### src/rtl/prot_region_map.sv
module prot_region_map #(
  parameter int ADDR_W = 40,
  parameter int PAGE_W = 12,
  parameter int LINE_W = 6,
  parameter int MOD_W  = 2,
  parameter int NREG   = 8,
  parameter int NPG_W  = 20
) (
  input  logic                             clk,
  input  logic                             rst,
  input  logic                             wr_en,
  input  logic [$clog2(NREG)-1:0]          wr_idx,
  input  logic                             wr_valid,
  input  logic [ADDR_W-PAGE_W-1:0]         wr_base,
  input  logic [NPG_W-1:0]                 wr_npages,
  input  logic [ADDR_W-PAGE_W-MOD_W-1:0]   wr_pcs_stripe,
  input  logic [ADDR_W-1:0]                wr_lcs_base,
  input  logic                             req_valid,
  output logic                             req_ready,
  input  logic [ADDR_W-1:0]                req_addr,
  output logic                             res_valid,
  output logic                             res_hit,
  output logic [ADDR_W-1:0]                res_pcs_addr,
  output logic [ADDR_W-1:0]                res_lcs_addr,
  output logic [ADDR_W-1:0]                res_par_addr
);
  localparam int PPN_W  = ADDR_W - PAGE_W;
  localparam int ST_W   = PPN_W - MOD_W;
  localparam int IDX_W  = $clog2(NREG);
  localparam int LI_W   = PAGE_W - LINE_W;
  localparam int SLOT_W = PAGE_W - 2;

  logic [NREG-1:0]  rv;
  logic [PPN_W-1:0] rbase [NREG];
  logic [NPG_W-1:0] rnp   [NREG];
  logic [ST_W-1:0]  rcs   [NREG];
  logic [ADDR_W-1:0] rlb  [NREG];

  assign req_ready = !rst;
  wire accept = req_valid && req_ready;

  // region registers
  always_ff @(posedge clk) begin
    if (rst) rv <= '0;
    else if (wr_en) begin
      rv[wr_idx]    <= wr_valid;
      rbase[wr_idx] <= wr_base;
      rnp[wr_idx]   <= wr_npages;
      rcs[wr_idx]   <= wr_pcs_stripe;
      rlb[wr_idx]   <= wr_lcs_base;
    end
  end

  // stage A: range match and priority pick
  wire [PPN_W-1:0] in_page = req_addr[ADDR_W-1:PAGE_W];
  wire             in_par  = in_page[MOD_W-1:0] == ~in_page[2*MOD_W-1:MOD_W];
  logic [NREG-1:0] match;

  for (genvar i = 0; i < NREG; i++) begin : g_cmp
    wire [PPN_W-1:0] off = in_page - rbase[i];
    assign match[i] = rv[i] && (in_page >= rbase[i]) &&
                      (off < {{(PPN_W-NPG_W){1'b0}}, rnp[i]});
  end

  logic [IDX_W-1:0] sel;
  always_comb begin
    sel = '0;
    for (int i = NREG-1; i >= 0; i--)
      if (match[i]) sel = IDX_W'(i);
  end

  logic              a_v, a_hit;
  logic [ADDR_W-1:0] a_addr, a_lb;
  logic [PPN_W-1:0]  a_base;
  logic [ST_W-1:0]   a_cs;

  always_ff @(posedge clk) begin
    if (rst) begin
      a_v <= 1'b0; a_hit <= 1'b0; a_addr <= '0;
      a_base <= '0; a_cs <= '0; a_lb <= '0;
    end else begin
      a_v    <= accept;
      a_hit  <= accept && (|match) && !in_par;
      a_addr <= req_addr;
      a_base <= rbase[sel];
      a_cs   <= rcs[sel];
      a_lb   <= rlb[sel];
    end
  end

  // stage B: address generation
  wire [PPN_W-1:0] pg   = a_addr[ADDR_W-1:PAGE_W];
  wire [LI_W-1:0]  li   = a_addr[PAGE_W-1:LINE_W];
  wire [ST_W-1:0]  st   = pg[PPN_W-1:MOD_W];
  wire [MOD_W-1:0] md   = pg[MOD_W-1:0];
  wire [ST_W-1:0]  q    = st - a_base[PPN_W-1:MOD_W];
  wire [ST_W-1:0]  cpg  = a_cs + (q >> SLOT_W);
  wire [PPN_W-1:0] rel  = pg - a_base;
  wire [ADDR_W-1:0] lofs = ADDR_W'({rel, li, 2'b00});

  wire [ADDR_W-1:0] pcs_n = {cpg, md, q[SLOT_W-1:0], 2'b00};
  wire [ADDR_W-1:0] lcs_n = {a_lb[ADDR_W-1:LINE_W], {LINE_W{1'b0}}} + lofs;
  wire [ADDR_W-1:0] par_n = {st, ~st[MOD_W-1:0], li, {LINE_W{1'b0}}};

  always_ff @(posedge clk) begin
    if (rst) begin
      res_valid <= 1'b0; res_hit <= 1'b0;
      res_pcs_addr <= '0; res_lcs_addr <= '0; res_par_addr <= '0;
    end else begin
      res_valid    <= a_v;
      res_hit      <= a_hit;
      res_pcs_addr <= a_hit ? pcs_n : '0;
      res_lcs_addr <= a_hit ? lcs_n : '0;
      res_par_addr <= a_hit ? par_n : '0;
    end
  end

  a_r2_result_follows_accept: assert property (@(posedge clk) disable iff (rst)
    res_valid |-> $past(req_valid && req_ready, 2));
  a_r2_accept_gives_result: assert property (@(posedge clk) disable iff (rst)
    $past(req_valid && req_ready, 2) && !$past(rst, 1) && !$past(rst, 2) |-> res_valid);
  a_r2_hit_needs_valid: assert property (@(posedge clk) disable iff (rst)
    res_hit |-> res_valid);
  a_r3_miss_zero: assert property (@(posedge clk) disable iff (rst)
    res_valid && !res_hit |-> res_pcs_addr == '0 && res_lcs_addr == '0 && res_par_addr == '0);
  a_r5_parity_page_miss: assert property (@(posedge clk) disable iff (rst)
    res_valid && ($past(req_addr[PAGE_W +: MOD_W], 2) == ~$past(req_addr[PAGE_W+MOD_W +: MOD_W], 2))
    |-> !res_hit);
  a_r6_parity_other_module: assert property (@(posedge clk) disable iff (rst)
    res_hit |-> res_par_addr[PAGE_W +: MOD_W] != $past(req_addr[PAGE_W +: MOD_W], 2));
  a_r6_parity_same_line: assert property (@(posedge clk) disable iff (rst)
    res_hit |-> res_par_addr[LINE_W +: LI_W] == $past(req_addr[LINE_W +: LI_W], 2));
  a_r7_pcs_same_module: assert property (@(posedge clk) disable iff (rst)
    res_hit |-> res_pcs_addr[PAGE_W +: MOD_W] == $past(req_addr[PAGE_W +: MOD_W], 2));
  a_r8_lcs_slot: assert property (@(posedge clk) disable iff (rst)
    res_hit |-> res_lcs_addr[2 +: LINE_W-2] == $past(req_addr[LINE_W +: LINE_W-2], 2));
endmodule

### config.mk
export PLATFORM = sky130hd
export DESIGN_NAME = prot_region_map
export DESIGN_NICKNAME = d
export VERILOG_FILES = /design/src/rtl/prot_region_map.sv
export SDC_FILE = /design/constraint.sdc
export NUM_CORES = 2
export LEC_CHECK = 0
export ABC_CLOCK_PERIOD_IN_PS = 24100
export CAP_MARGIN = 15
export CORE_MARGIN = 2
export CORE_UTILIZATION = 25
export CTS_CLUSTER_SIZE = 20
export DETAILED_ROUTE_END_ITERATION = 12
export GPL_TIMING_DRIVEN = 0
export HOLD_SLACK_MARGIN = 0.06
export SYNTH_ARGS = -nofsm -noshare
export SYNTH_HDL_FRONTEND = slang
export SYNTH_SLANG_ARGS = --single-unit
### constraint.sdc
create_clock -name clk -period 24.1 [get_ports clk]
set_clock_uncertainty 0.15 [all_clocks]
set_input_delay 6.025 -clock clk [delete_from_list [all_inputs] [get_ports clk]]
set_output_delay 6.025 -clock clk [all_outputs]
set_load 0.05 [all_outputs]
[After elaboration in Yosys (flattened, before gate mapping)]
Memory sizes are Yosys's and may differ from the RTL's. A register that Yosys moved wholly into a read port is not among the register bits.
Index checks and enable logic that the tools add are counted.
Operators by class
  muxes and demuxes: 14
  add/subtract/negate cells: 12
  equal/unequal tests: 1
  bitwise operators: 3
  reduce and logical (&&, ||, !) cells: 24
  magnitude comparators: 18
Operators by type and width (number)
  subtractor 28 bit: 9
  greater-or-equal comparator 28 bit: 8
  less-than comparator 28 x 20 -> 1 bit: 8
  adder 40 x 36 -> 40 bit: 1
  adder 26 x 16 -> 26 bit: 1
  subtractor 26 bit: 1
  two-way mux 3 bit: 8
  logical AND 1 bit: 20
  bitwise mux 8 bit: 1
  OR reduction 8 bit: 1
  less-than comparator 3 x 4 -> 1 bit (second input constant): 1
  two-way mux 1 bit: 4
  inverter 2 bit: 2
  demux 1 bit (select 3 bit): 1
  greater-or-equal comparator 3 x 1 -> 1 bit (second input constant): 1
  == test 2 bit: 1
  logical NOT 1 bit: 2
  OR reduction 2 bit: 1
  inverter 1 bit: 1
Storage, ports and cells
  word-level logic and storage cells: 87
  register bits after elaboration: 172
  memory bits (writable): 912
  output and inout bits: 123
  bits of input ports: 162
  memories kept: 4
Memories
  rlb: words 8, bits a word 40, rd ports 1, clocked after Yosys merged registers in 1, write ports 1, RTL line 37  | logic [ADDR_W-1:0] rlb [NREG];
  rbase: words 8, bits a word 28, rd ports 9, clocked after Yosys merged registers in 1, write ports 1, RTL line 34  | logic [PPN_W-1:0] rbase [NREG];
  rcs: words 8, bits a word 26, rd ports 1, clocked after Yosys merged registers in 1, write ports 1, RTL line 36  | logic [ST_W-1:0] rcs [NREG];
  rnp: words 8, bits a word 20, rd ports 8, clocked after Yosys merged registers in 0, write ports 1, RTL line 35  | logic [NPG_W-1:0] rnp [NREG];

[Longest topological paths before layout]
An unclocked memory read counts as a cell.
  depth after elaboration: 12
  mapped depth: 35
  depth with buffers taken out: 32

[Least setup slack after synthesis]
OpenSTA, ideal clock, no wires.
  path type: input port to flip-flop
  start: input port wr_idx[1]
  end: memory rbase[0][0] (netlist name), enable pin
  arrival: 13.850 ns
  required time: 23.243 ns
  stages: 2
  library setup time: 0.707 ns
  setup slack: 9.393 ns
  path through: or3b_2 > nor3_1
RTL lines
  start: declaration: RTL line 12  | input logic [$clog2(NREG)-1:0] wr_idx,
  end: declaration: RTL line 34
Straight into the memory's write port.

[Final worst setup path]
  start: input port req_addr[12]
  end: register a_base[26] (read register of rbase)
On the way
  longest elaborated chain between the ends: 11
  elaborated cells between the ends (all ways): 48
  classes of those cells: add/sub (8); order compare (16); mux (8); reduce/logical (16)
RTL lines
  start: declaration: RTL line 20  | input logic [ADDR_W-1:0] req_addr,
  subtractor 28 bit or greater-or-equal comparator 28 bit (tied branches): RTL line 60, 61
  less-than comparator 28 x 20 -> 1 bit or logical AND 1 bit (tied branches): RTL line 62, 61
  logical AND 1 bit: RTL line 61  | assign match[i] = rv[i] && (in_page >= rbase[i]) &&
  two-way mux 3 bit (7 in series): RTL line 69  | if (match[i]) sel = IDX_W'(i);
  two-way mux 3 bit *: RTL line 69
  end: declaration: RTL line 74  | logic [PPN_W-1:0] a_base;
Mark *: on every way between the ends. The rest lies on a longest branch, timed or not.
A chain may end at the register's enable or synchronous reset.

==> key figures <==
Outcome
  • Status: complete, no violations

Timing
  • Minimum clock period: 15,800 ps
  • Worst hold margin: ~280 ps
  • Slack of the critical path: 8300 ps
  • Rel. slew slack: 0.176
  • Final hold violations: 0
  • RSZ-0062 raised after global routing: no
  • Fin crit share: 0.655
  • Fmax: ~63 MHz
  • Tightest Pin Transition: around 1200 ps
  • Final Max Slew Viols: 0
  • Setup tns final: 0 ps
  • Setup-failing EPs final: 0

Clocking
  • Hold-fix buffers, CTS: 0
  • CTS Buffer Depth: 3
  • # clock sinks: 1,104
  • H-tree depth: 3
  • TritonCTS Buffers: 116
  • Post-CTS Setup Inserts: 0
  • Clk slew on worst S/H paths: 60 ps
  • CTS resizes: 0
  • Root Driver: clkbuf_16
  • Worst skew pair latency: 830 ps
  • TritonCTS clock tree: built

Synth
  • Yosys warnings: 0
  • Syn Inst Count: 5,211
  • Seq/Total Area, Yosys: 0.530
  • Synthesis-stage register bit count: 1,104
  • Dominant cell type by area after synthesis: edfxtp_1
  • Ranking of synthesized cells by area: edfxtp_1 (45%), ha_1 (9.7%), dfxtp_1 (8.3%)
  • Post-synth ARST share: 0
  • Post-synth top flop: edfxtp_1
  • Synth top area share: 0.447
  • Netlist cell types: 100
  • Mean Syn Cell Area: 11.1 um2
  • Most common cell in the netlist: edfxtp_1
  • Synthesized area: 58,000 um2
  • Number of synthesized flops with an enable pin: 864
  • Commonest cells in the synthesized netlist: edfxtp_1 (864), inv_1 (516), ha_1 (450), a21oi_1 (441), nor2_1 (380)

Detailed routing
  • WL final: 203 mm
  • Drt pass-1 iters: 7
  • Drt drc: 0
  • Post-route ant nets: 0
  • DR iter-0 viols: between 3,000 and 4,000
  • Routed vias: approximately 43,000
  • DR vias/cell: 4.86
  • Avg WL per Cell: 23.1 um

Place
  • DP Worst Slack: approximately 7600 ps
  • I/O Buffers: 260
  • Dpl cells: 8,575
  • HPWL after DPL: approximately 160 mm
  • GPL Wtd Cong: 0.924
  • Placed cell areas: 65,500 um2

Floorplanning
  • I/O pin count: 285
  • Starting Density: 0.252
  • Rows: 176
  • Total core area: 230,000 um2
  • Die area: 236,000 um2
  • Die Height: 486 um
  • Chip width: 486 um

Cells and area
  • Final #Nets: between 6,000 and 7,000
  • Core Util, Final: 0.302
  • Layout Cells excl Fill: 8,807
  • Fraction of layout cells with a size suffix above 1: 0.0815
  • Syn-to-layout area delta: 19.9%
  • Design area: 69,600 um2
  • Fill cells: 23,500
  • Register area: between 30,000 and 40,000 um2
  • Area of the multi-input gates: 24,600 um2

Power and ir drop
  • Total chip power: approximately 4.7 mW
  • Worst vdd ir: 0.0000666 V
  • Leak pwr: approximately 27 nW
  • PD cells: 67.0 nW/um2

Global routing
  • Initial antenna violation count: between 40 and 50
  • First-pass GRT wire length: ~290 mm
  • GRT Util Overall: 0.166
  • Grt ovf: 0
  • Vias in the first global route: 41,500
  • Pin count of the biggest net entering global routing: 32

Setup path
  • Crit path launch type: input port
  • Crit-path most repeated cell: a21oi_1
  • Crit Path Class: in -> reg
  • Critical path arrival: 16,230 ps
  • Worst-path fanout max: 10
  • Crit-path slowest cell: clkbuf_1
  • Worst setup EP type: flop
  • Max incr delay on CP: about 930 ps
  • Critical Path RT: 24,530 ps

Flow run
  • Max Cap Viol: 0

Hold path
  • Hold Crit Class: reg -> reg
-- worst max-delay path: cells and delay by family --
kind                       cells  cell delay (ps)
AOI/OAI and AO/OA             14             3850
and+or+nand+nor               11             3260
buffers and inverters          5             1970
adders and majority gates      3              970
xor gates and xnor gates       1              150
-- final cells by class --
type                    instances  area share
repair buffers                331      0.0511
clock inverters                61      0.0110
well taps                    3026      0.0544
flip-flops and latches       1104       0.442
multi-input cells            3437       0.353
diodes                         12    0.000431
clock buffers                 157      0.0478
plain buffers                 162      0.0123
inverters                     517      0.0279
-- final timing paths --
path / startpoint / end / slack, ps / depth (start not counted)
worst max-delay path: req_addr[12] / a_base[26] / 8300 / 34
worst min-delay path: a_addr[7] / res_par_addr[7] / 280 / 1
worst max register to register: rbase[1][0] / a_base[26] / 14220 / 32
worst min register to register: a_addr[7] / res_par_addr[7] / 280 / 1
-- placed cells by master (no fill, tap or decap), types with 21 or more instances in the layout --
cell and n:
a21oi_1 441, a21o_1 110, buf_4 28, dfxtp_1 240
o21ai_0 270, nand2_1 247, o211ai_1 36, a31oi_1 26
nor4_1 43, xnor2_1 156, nor3_1 64, nor2b_1 75
buf_2 50, or3_1 23, o21bai_1 61, a311oi_1 26
mux2_2 51, nand2b_1 65, o21ai_1 32, buf_6 56
clkbuf_16 124, edfxtp_1 864, ha_1 450, mux2i_1 118
xor2_1 79, nand3_1 67, a211oi_1 62, and3_1 29
o21a_1 43, nand4_1 75, a221oi_1 37, inv_1 516
nor2_1 375, a21boi_0 21, a2111oi_0 43, and2_1 45
clkbuf_1 98, clkdlybuf4s50_1 260
-- flip-flops by register name (all words and copies together), names as in the netlist --
register      cells
rbase           224
a_addr           34
rnp             160
res_hit           1
res_lcs_addr     34
a_hit             1
a_v               1
a_base           28
a_lb             34
a_cs             26
res_par_addr     34
rlb             272
rv                8
res_valid         1
res_pcs_addr     38
rcs             208
-- logic make-up after synthesis --
group | after synthesis | share of synthesized area
mux | 180 | 0.0324
fa+ha+maj | 462 | 0.101
flops | 1104 | 0.530
other cells | 1 | 0.0000646
xor+xnor | 235 | 0.0355
buf+inv | 679 | 0.0482
simple gates | 1181 | 0.0992
compound gates | 1369 | 0.154
-- per-layer routing --
layer  up-vias  share of wire  track usage
li1      20100              -            -
met1     20800           0.42        0.213
met2      1466           0.47        0.275
met3       362          0.062       0.0256
met4        46          0.047       0.0789
met5         -         0.0012            0
-- where the power goes --
| group | leakage, nW | internal (mW) | switching [mW] | total (mW) |
|---|---|---|---|---|
| clock | 1.97 | 1.09 | 0.824 | 1.91 |
| sequential | 9.78 | 2.09 | 0.0192 | 2.11 |
| combinational | 14.8 | 0.246 | 0.396 | 0.642 |
| total | 26.5 | 3.42 | 1.24 | 4.66 |
No activity file was read; power rests on OpenSTA's default activity.
